[config.mk]
export PLATFORM = sky130hd
export DESIGN_NAME = dual_serial_dac_port
export DESIGN_NICKNAME = d
export VERILOG_FILES = /design/src/rtl/dacport_pkg.sv /design/src/rtl/pin_sync.sv /design/src/rtl/frame_rx.sv /design/src/rtl/load_ctrl.sv /design/src/rtl/dac_channel.sv /design/src/rtl/dual_serial_dac_port.sv
export SDC_FILE = /design/constraint.sdc
export NUM_CORES = 1
export LEC_CHECK = 0
export BUFFER_PORTS_ARGS = -buffer_cell sky130_fd_sc_hd__buf_2
export CORE_UTILIZATION = 53
export DETAILED_ROUTE_END_ITERATION = 10
export PLACE_DENSITY_LB_ADDON = 0.12
export SYNTH_ARGS = -nofsm -noshare
export SYNTH_HDL_FRONTEND = slang
export SYNTH_SLANG_ARGS = --single-unit
[constraint.sdc]
create_clock -name clk -period 1.65 [get_ports clk]
set_clock_uncertainty 0.05 [all_clocks]
set_input_delay 0.165 -clock clk [delete_from_list [all_inputs] [get_ports clk]]
set_output_delay 0.165 -clock clk [all_outputs]
set_load 0.03 [all_outputs]
[src/rtl/dacport_pkg.sv]
package dacport_pkg;

    localparam int FRAME_LEN = 16;
    localparam int CODE_W    = 14;
    localparam int PAD_W     = FRAME_LEN - CODE_W;
    localparam int CNT_W     = $clog2(FRAME_LEN + 1);

    typedef logic [CODE_W-1:0]    code_t;
    typedef logic [CNT_W-1:0]     bitcnt_t;
    typedef logic [FRAME_LEN-1:0] frame_t;

    // raw pins of one channel
    typedef struct packed {
        logic frame_n;
        logic sclk;
        logic sdata;
        logic load_n;
    } pins_t;

    // edge/level events derived from synchronized pins
    typedef struct packed {
        logic frame_fall;
        logic frame_rise;
        logic sclk_fall;
        logic sdata;
        logic load_fall;
        logic load_low;
    } events_t;

    // word completed by the frame receiver
    typedef struct packed {
        logic  valid;
        code_t code;
    } word_t;

    // the leading pad bits are dropped, the code sits in the low bits
    function automatic code_t take_code(input frame_t f);
        return f[CODE_W-1:0];
    endfunction

endpackage

[src/rtl/pin_sync.sv]
module pin_sync
    import dacport_pkg::*;
#(
    parameter int STAGES = 2
) (
    input  logic    clk,
    input  logic    rst,
    input  pins_t   raw,
    output events_t ev
);

    localparam int PW = $bits(pins_t);

    logic [PW-1:0] stg [STAGES];
    pins_t         cur;
    pins_t         prev;

    always_ff @(posedge clk) begin
        if (rst) stg[0] <= '0;
        else     stg[0] <= raw;
    end

    generate
        for (genvar i = 1; i < STAGES; i++) begin : g_stage
            always_ff @(posedge clk) begin
                if (rst) stg[i] <= '0;
                else     stg[i] <= stg[i-1];
            end
        end
    endgenerate

    assign cur = pins_t'(stg[STAGES-1]);

    always_ff @(posedge clk) begin
        if (rst) prev <= '0;
        else     prev <= cur;
    end

    always_comb begin
        ev.frame_fall = prev.frame_n & ~cur.frame_n;
        ev.frame_rise = ~prev.frame_n & cur.frame_n;
        ev.sclk_fall  = prev.sclk & ~cur.sclk;
        ev.sdata      = cur.sdata;
        ev.load_fall  = prev.load_n & ~cur.load_n;
        ev.load_low   = ~cur.load_n;
    end

endmodule

[src/rtl/frame_rx.sv]
module frame_rx
    import dacport_pkg::*;
(
    input  logic    clk,
    input  logic    rst,
    input  events_t ev,
    output word_t   word,
    output code_t   staged,
    output logic    busy
);

    logic                 open_q;
    bitcnt_t              cnt_q;
    logic [FRAME_LEN-2:0] shreg_q;
    code_t                staged_q;
    logic                 shift;
    logic                 last;
    frame_t               full;

    assign shift = open_q && ev.sclk_fall && !ev.frame_fall;
    assign last  = shift && (cnt_q == bitcnt_t'(FRAME_LEN - 1));
    assign full  = {shreg_q, ev.sdata};

    always_ff @(posedge clk) begin
        if (rst) begin
            open_q   <= 1'b0;
            cnt_q    <= '0;
            shreg_q  <= '0;
            staged_q <= '0;
        end else if (ev.frame_fall) begin
            open_q <= 1'b1;
            cnt_q  <= '0;
        end else if (ev.frame_rise) begin
            open_q <= 1'b0;
        end else if (shift) begin
            shreg_q <= full[FRAME_LEN-2:0];
            cnt_q   <= cnt_q + 1'b1;
            if (last) begin
                open_q   <= 1'b0;
                staged_q <= take_code(full);
            end
        end
    end

    assign word.valid = last;
    assign word.code  = take_code(full);
    assign staged     = staged_q;
    assign busy       = open_q;

    // bit counter never passes the frame length
    p_cnt_bound_r3: assert property (@(posedge clk) disable iff (rst)
        cnt_q <= bitcnt_t'(FRAME_LEN));

    // after the last bit the frame is closed to further clocks
    p_closed_after_last_r3: assert property (@(posedge clk) disable iff (rst)
        last |=> !busy);

    // an early frame end leaves the staging register untouched
    p_abort_keeps_r4: assert property (@(posedge clk) disable iff (rst)
        (ev.frame_rise && !ev.frame_fall) |=> $stable(staged));

endmodule

[src/rtl/load_ctrl.sv]
module load_ctrl
    import dacport_pkg::*;
(
    input  logic    clk,
    input  logic    rst,
    input  events_t ev,
    input  word_t   word,
    input  code_t   staged,
    input  logic    busy,
    output code_t   dac,
    output logic    upd
);

    code_t dac_q;
    logic  upd_q;

    always_ff @(posedge clk) begin
        if (rst) begin
            dac_q <= '0;
            upd_q <= 1'b0;
        end else begin
            upd_q <= 1'b0;
            if (word.valid && ev.load_low) begin
                dac_q <= word.code;
                upd_q <= 1'b1;
            end else if (ev.load_fall && !busy) begin
                dac_q <= staged;
                upd_q <= 1'b1;
            end
        end
    end

    assign dac = dac_q;
    assign upd = upd_q;

    // reset leaves midscale and no pulse
    p_reset_mid_r1: assert property (@(posedge clk)
        rst |=> (dac == '0 && !upd));

    // idle strobe fall copies the staging register
    p_idle_copy_r5: assert property (@(posedge clk) disable iff (rst)
        (ev.load_fall && !busy && !word.valid) |=> (upd && dac == $past(staged)));

    // last bit with strobe low writes the fresh code
    p_low_load_r6: assert property (@(posedge clk) disable iff (rst)
        (word.valid && ev.load_low) |=> (upd && dac == $past(word.code)));

    // strobe fall inside a frame does nothing at that edge
    p_busy_fall_r7: assert property (@(posedge clk) disable iff (rst)
        (ev.load_fall && busy && !word.valid) |=> !upd);

    // last bit with strobe high gives no update
    p_high_skip_r8: assert property (@(posedge clk) disable iff (rst)
        (word.valid && !ev.load_low) |=> !upd);

    // code only moves together with the pulse
    p_code_with_pulse_r12: assert property (@(posedge clk) disable iff (rst)
        !upd |-> $stable(dac));

endmodule

[src/rtl/dac_channel.sv]
module dac_channel
    import dacport_pkg::*;
#(
    parameter int SYNC_STAGES = 2
) (
    input  logic  clk,
    input  logic  rst,
    input  pins_t pins,
    output code_t dac,
    output logic  upd
);

    events_t ev;
    word_t   word;
    code_t   staged;
    logic    busy;

    pin_sync #(.STAGES(SYNC_STAGES)) u_sync (
        .clk (clk),
        .rst (rst),
        .raw (pins),
        .ev  (ev)
    );

    frame_rx u_rx (
        .clk    (clk),
        .rst    (rst),
        .ev     (ev),
        .word   (word),
        .staged (staged),
        .busy   (busy)
    );

    load_ctrl u_load (
        .clk    (clk),
        .rst    (rst),
        .ev     (ev),
        .word   (word),
        .staged (staged),
        .busy   (busy),
        .dac    (dac),
        .upd    (upd)
    );

endmodule

[src/rtl/dual_serial_dac_port.sv]
module dual_serial_dac_port
    import dacport_pkg::*;
#(
    parameter int NCH         = 2,
    parameter int SYNC_STAGES = 2
) (
    input  logic                  clk,
    input  logic                  rst,
    input  logic [NCH-1:0]        frame_n,
    input  logic [NCH-1:0]        sclk,
    input  logic [NCH-1:0]        sdata,
    input  logic [NCH-1:0]        load_n,
    output logic [NCH*CODE_W-1:0] dac_code,
    output logic [NCH-1:0]        dac_update
);

    generate
        for (genvar c = 0; c < NCH; c++) begin : g_ch
            pins_t pins;
            code_t code;

            assign pins.frame_n = frame_n[c];
            assign pins.sclk    = sclk[c];
            assign pins.sdata   = sdata[c];
            assign pins.load_n  = load_n[c];

            dac_channel #(.SYNC_STAGES(SYNC_STAGES)) u_ch (
                .clk  (clk),
                .rst  (rst),
                .pins (pins),
                .dac  (code),
                .upd  (dac_update[c])
            );

            assign dac_code[c*CODE_W +: CODE_W] = code;
        end
    endgenerate

endmodule

---- After elaboration in Yosys (flattened, before gate mapping) ----
Memories as Yosys holds them, arrays and structs flattened.
Index checks and enable logic that the tools add are counted.
W data, S select, Z words.
word-level totals
  bits in registers ....................... 102
  RAM bits ................................ 16
  output and inout bits ................... 30
  memories ................................ 2
memories
  memory                   depth  bits a word  read ports  clocked after memory_dff  wr ports  line            text
  g_ch[0].u_ch.u_sync.stg  2      4            2           0                         2         pin_sync.sv:14  logic [PW-1:0] stg [STAGES];
  g_ch[1].u_ch.u_sync.stg  2      4            2           0                         2         pin_sync.sv:14
operators by class
  $add $sub $neg .......................... 2
  eq/ne operators ......................... 2
  muxes and demuxes ....................... 23
  bitwise gates (word level) .............. 24
  reductions and logical operators ........ 30
operators with widths
  kind                   count
  $mux W14               4
  $mux W4                4
  $mux W1                15
  $not A1 Y1             12
  $reduce_bool A3 Y1     4
  $add A5 B1 Y5 const B  2
  $eq A5 B4 Y1 const B   2
  $logic_and A1 B1 Y1    10
  $and A1 B1 Y1          8
  $reduce_and A2 Y1      4
  $reduce_and A4 Y1      2
  $reduce_and A3 Y1      2
  $logic_not A1 Y1       4
  $or A1 B1 Y1           4
  $reduce_bool A2 Y1     2
  $reduce_or A2 Y1       2

---- Longest topological paths before layout ----
  depth after elaboration ................. 9
  mapped depth ............................ 8
  depth with buffers taken out ............ 6

---- Cells and area by module ----
Synthesis repeated with hierarchy kept, for this count alone.
unflattened totals
  cell total of the unflattened synthesis .. 538
  area total of the unflattened synthesis .. 4,994.8 um2
modules (own cells, without submodules)
  module     times used  cells each  area an instance (um2)
  frame_rx   2           156         1,377.6
  load_ctrl  2           84          745.7
  pin_sync   2           29          374.1

---- Worst setup path after synthesis ----
OpenSTA, ideal clock, no wires.
  path kind ............................... register to register
  start ................................... register g_ch[1].u_ch.u_rx.cnt_q[0]
  end ..................................... register g_ch[1].u_ch.u_load.dac_q[10]
  data arrival time ....................... 1.598 ns
  data required time ...................... 1.467 ns
  path slack .............................. -0.132 ns
  stages on the path, launching flop included .. 9
  period minus slack after synthesis ...... 1.782 ns
  cells stage by stage .................... dfxtp_1 -> ha_1 -> and3_1 -> ha_1 -> nand2b_1 -> or2_1 -> clkbuf_1 -> buf_2 -> a311oi_1
between the ends
  longest elaborated chain between the ends .. 4
  elaborated cells between the ends (all ways) .. 5
  those cells by class .................... eq/ne (1); mux (1); reduce/logical (3)
ends and longest elaborated chain
  what                                                   line             text
  start: declaration                                     frame_rx.sv:13   bitcnt_t cnt_q;
  start signal: assignment                               frame_rx.sv:37   cnt_q <= cnt_q + 1'b1;
  $eq A5 B4 Y1 *                                         frame_rx.sv:21   assign last = shift && (cnt_q == bitcnt_t'(FRAME_LEN - 1));
  $logic_and A1 B1 Y1 *                                  frame_rx.sv:21
  $logic_and A1 B1 Y1 *                                  load_ctrl.sv:23  if (word.valid && ev.load_low) begin
  $mux W14 / $reduce_bool A2 Y1 (equally long branches)  --
  end signal: assignment                                 load_ctrl.sv:24  dac_q <= word.code;
  end signal: assignment                                 load_ctrl.sv:27  dac_q <= staged;
  end: declaration                                       load_ctrl.sv:14  code_t dac_q;
Mark *: on every way between the ends. The rest lies on a longest branch, timed or not.
A chain may end at the register's enable or synchronous reset.

---- Final worst setup path ----
  start ................................... register g_ch[1].u_ch.u_rx.cnt_q[1]
  end ..................................... register g_ch[1].u_ch.u_load.dac_q[1]
The elaborated chain is that of the path after synthesis.

==> summary.txt <==
Power
  – Comb pwr share: 0.033
  – Worst VDD drop: 861 uV
  – Final Total Pwr: 6.82 mW
  – Clock share of power: 0.543
  – Leak Pwr: 2.13 nW
  – Int Pwr: 5.31 mW
  – NetSw: 1.51 mW
  – Switching Share: 0.221
  – PD cells: 1080 nW/um^2
  – Reg power frac: 0.424

Timing
  – Fmax: 606 MHz
  – Fin. Hold Viols: 0
  – Worst-Margin Slew: 0.448 ns
  – Worst slew margin: 0.701
  – Final min period: 1.65 ns
  – Slew Viols, Final: 0
  – Endpoints failing setup: 0
  – RSZ-0062 raised after global routing: yes
  – Setup TNS: 0 ns
  – Tcrit/Tclk final: 1.00

Cells and area
  – Ant. Diodes: 0
  – Finished Layout Cells: 719
  – Layout Area Growth over Synthesis: 35.7%
  – Fillers: 566
  – Share of layout cells above drive strength 1: 0.295
  – Nets: 619
  – Util after Layout: 0.757
  – Post-route design area: 6310 um^2
  – Area of the multi-input gates: 2410 um^2
  – Reg area: 2380 um^2

Route
  – Pre-Repair DR Iteration Count: 5
  – Drt total wl: 11700 um
  – DRC: 0
  – Routed Antenna Nets: 0
  – Drt via density: 5.94
  – Wire per inst: 16.2 um
  – Detailed Route Iter0 Violations: 375
  – Vias: 4274

Synth
  – Sequential area share after synthesis: 0.508
  – Distinct cells, synth: 29
  – EDFF count, synth: 0
  – Seq cells post-synth: 118
  – Most common flop cell mapped by yosys: dfxtp_1
  – Share of flip-flops with an asynchronous set or reset: 0
  – Syn Std Cell Area: 4650 um^2
  – Syn_area_per_cell: 8.52 um^2
  – Syn Inst Count: 546
  – Mapped Nets: 564
  – Synth warn: 0

Clock tree
  – # H-tree levels: 4
  – CTS clk-pin slew, worst paths: 0.06 ns
  – CTS tree: done
  – Root buffer cell: clkbuf_8
  – Clock latency at the later pin of the worst-skew pair: 0.51 ns
  – Clk sinks: 118
  – Number of buffers created by CTS: 17
  – Longest Clk Path Bufs: 2

Placement
  – PortBufs: 39
  – DP HPWL: 6230 um
  – Placed Instance Area: 5130 um^2
  – Cells after DPL: 663
  – GP Congestion: 0.737

Outcome
  – Status: completed

Die
  – Die Height: 95.7 um
  – Core ar.: 8340 um^2
  – # IOs: 40
  – FP Rows: 33
  – Die Span X: 95.7 um
  – Starting Density: 0.558
  – DIE AREA: 9160 um^2

Worst hold path
  – Min-delay worst type: in2reg

Worst setup path
  – CP startpoint kind: register
  – CP Capture Type: register
  – Data required time of the worst path: 2.02 ns
  – WS Path Type: reg2reg
  – WP data arrival: 2.02 ns
  – Crit Path Max Fanout: 7

Global route
  – Vias in the first global route: 3748
  – Grt ovf: 0
  – Gr usage total: 0.254
  – Antenna violations before repair: 0
  – Largest net degree at the start of global routing: 52
  – First-pass GRT wire length: 17800 um

Flow run
  – Max Cap Violations: 0
## cells in the mapped netlist, types with 4 or more instances
cell | instances | area [um^2]
buf_2 | 11 | 55.1
a21oi_1 | 68 | 340
nor2_1 | 4 | 15.0
ha_1 | 8 | 100
or4_1 | 4 | 30.0
nand2_1 | 58 | 218
o31ai_1 | 4 | 30.0
nand3_1 | 58 | 290
a311oi_1 | 30 | 263
nor2b_1 | 20 | 125
dfxtp_1 | 118 | 2360
o21ai_0 | 58 | 290
nor3_1 | 30 | 150
clkbuf_1 | 38 | 143
inv_1 | 12 | 45.0
## layout by cell type, fill, tap and decap left out, drive strengths merged
cell type / n
nand2: 58
or2: 4
nor3b: 2
nor2b: 20
clkinvlp: 5
buf: 71
or3b: 2
nand3b: 2
bufinv: 3
or4: 4
dfxtp: 118
dlygate4sd3: 14
nor2: 4
clkbuf: 21
nand2b: 2
or3: 2
inv: 13
ha: 8
nor4bb: 1
nand3: 58
nor3: 30
and4bb: 1
o21ai: 58
a311oi: 30
clkinv: 5
and2: 2
a21oi: 68
and3: 2
nand4bb: 2
o31ai: 4
## sequential cells by signal, indices dropped and copies added (netlist names)
| register | flops |
|---|---|
| g_ch.u_ch.u_rx.cnt_q | 10 |
| g_ch.u_ch.u_sync.prev | 6 |
| g_ch.u_ch.u_load.upd | 2 |
| g_ch.u_ch.u_sync.stg | 16 |
| g_ch.u_ch.u_rx.shreg_q | 26 |
| g_ch.u_ch.u_load.dac | 28 |
| g_ch.u_ch.u_rx.staged | 28 |
| g_ch.u_ch.u_rx.busy | 2 |
## metrics by stage
step	setup WS (ns)	hold slack (ns)
finish	0.0000817	0.347
global route	-0.0874	0.397
CTS	-0.0107	0.334
detailed placement	-0.0752	0.329
global placement	-0.00391	0.324
floorplan	0.000773	0.243
## power groups by stage
stage | sequential [mW] | combinational [mW] | clock [mW]
CTS | 2.90 | 0.202 | 3.74
finish | 2.89 | 0.223 | 3.70
floorplan | 2.95 | 0.118 | 0
global placement | 2.95 | 0.166 | 0
detailed placement | 2.96 | 0.171 | 0
global route | 2.90 | 0.242 | 3.87
## metal layers
layer  wire (um)  track usage
met1        5310        0.346
met2        5580        0.395
met3         709       0.0569
met4          75       0.0920
met5           0            0
## critical path: stages (launching register included)
cell	delay, ns
dfxtp_4	0.36
ha_4	0.13
and3_4	0.18
ha_4	0.15
nand2b_4	0.06
or2_4	0.26
clkbuf_16	0.18
a311oi_2	0.19
## what timing repair did
| action | 4_1_cts | 5_1_grt |
|---|---|---|
| pin swaps | 2 | 15 |
| cloned | 0 | 4 |
| endpoints found under the setup margin | 27 | 87 |
| buffers inserted | 0 | 7 |
| hold buffers | 14 | 0 |
| resized for setup | 11 | 60 |
| hold endpoints to repair | 13 | 0 |
## layout make-up
class	instances	area share
well taps	105	0.0208
clock buffers	18	0.0678
repair buffers	88	0.118
clock inverters	14	0.0279
inverters	12	0.00714
multi-input cells	364	0.382
flip-flops and latches	118	0.377
## cell families (layout without fill, tap and decap cells)
kind of cell / Yosys count / after routing / synth area share
and+or+nand+nor: 196 / 196 / 0.216
AOI/OAI and AO/OA: 160 / 160 / 0.198
DFF: 118 / 118 / 0.508
adders and majority gates: 8 / 8 / 0.0215
buffers and inverters: 64 / 132 / 0.0562
## final timing paths
check / from / end / slack (ns) / cells past startpoint
setup / recovery: g_ch[1].u_ch.u_rx.cnt_q[1] / g_ch[1].u_ch.u_load.dac[1] / 0.00008 / 7
hold / removal: sdata[0] / g_ch[0].u_ch.u_sync.stg[0][1] / 0.35 / 3
setup reg to reg: g_ch[1].u_ch.u_rx.cnt_q[1] / g_ch[1].u_ch.u_load.dac[1] / 0.00008 / 7
hold reg to reg: g_ch[1].u_ch.u_sync.stg[0][2] / g_ch[1].u_ch.u_sync.stg[1][2] / 0.38 / 1
No activity file was read; power rests on OpenSTA's default activity.
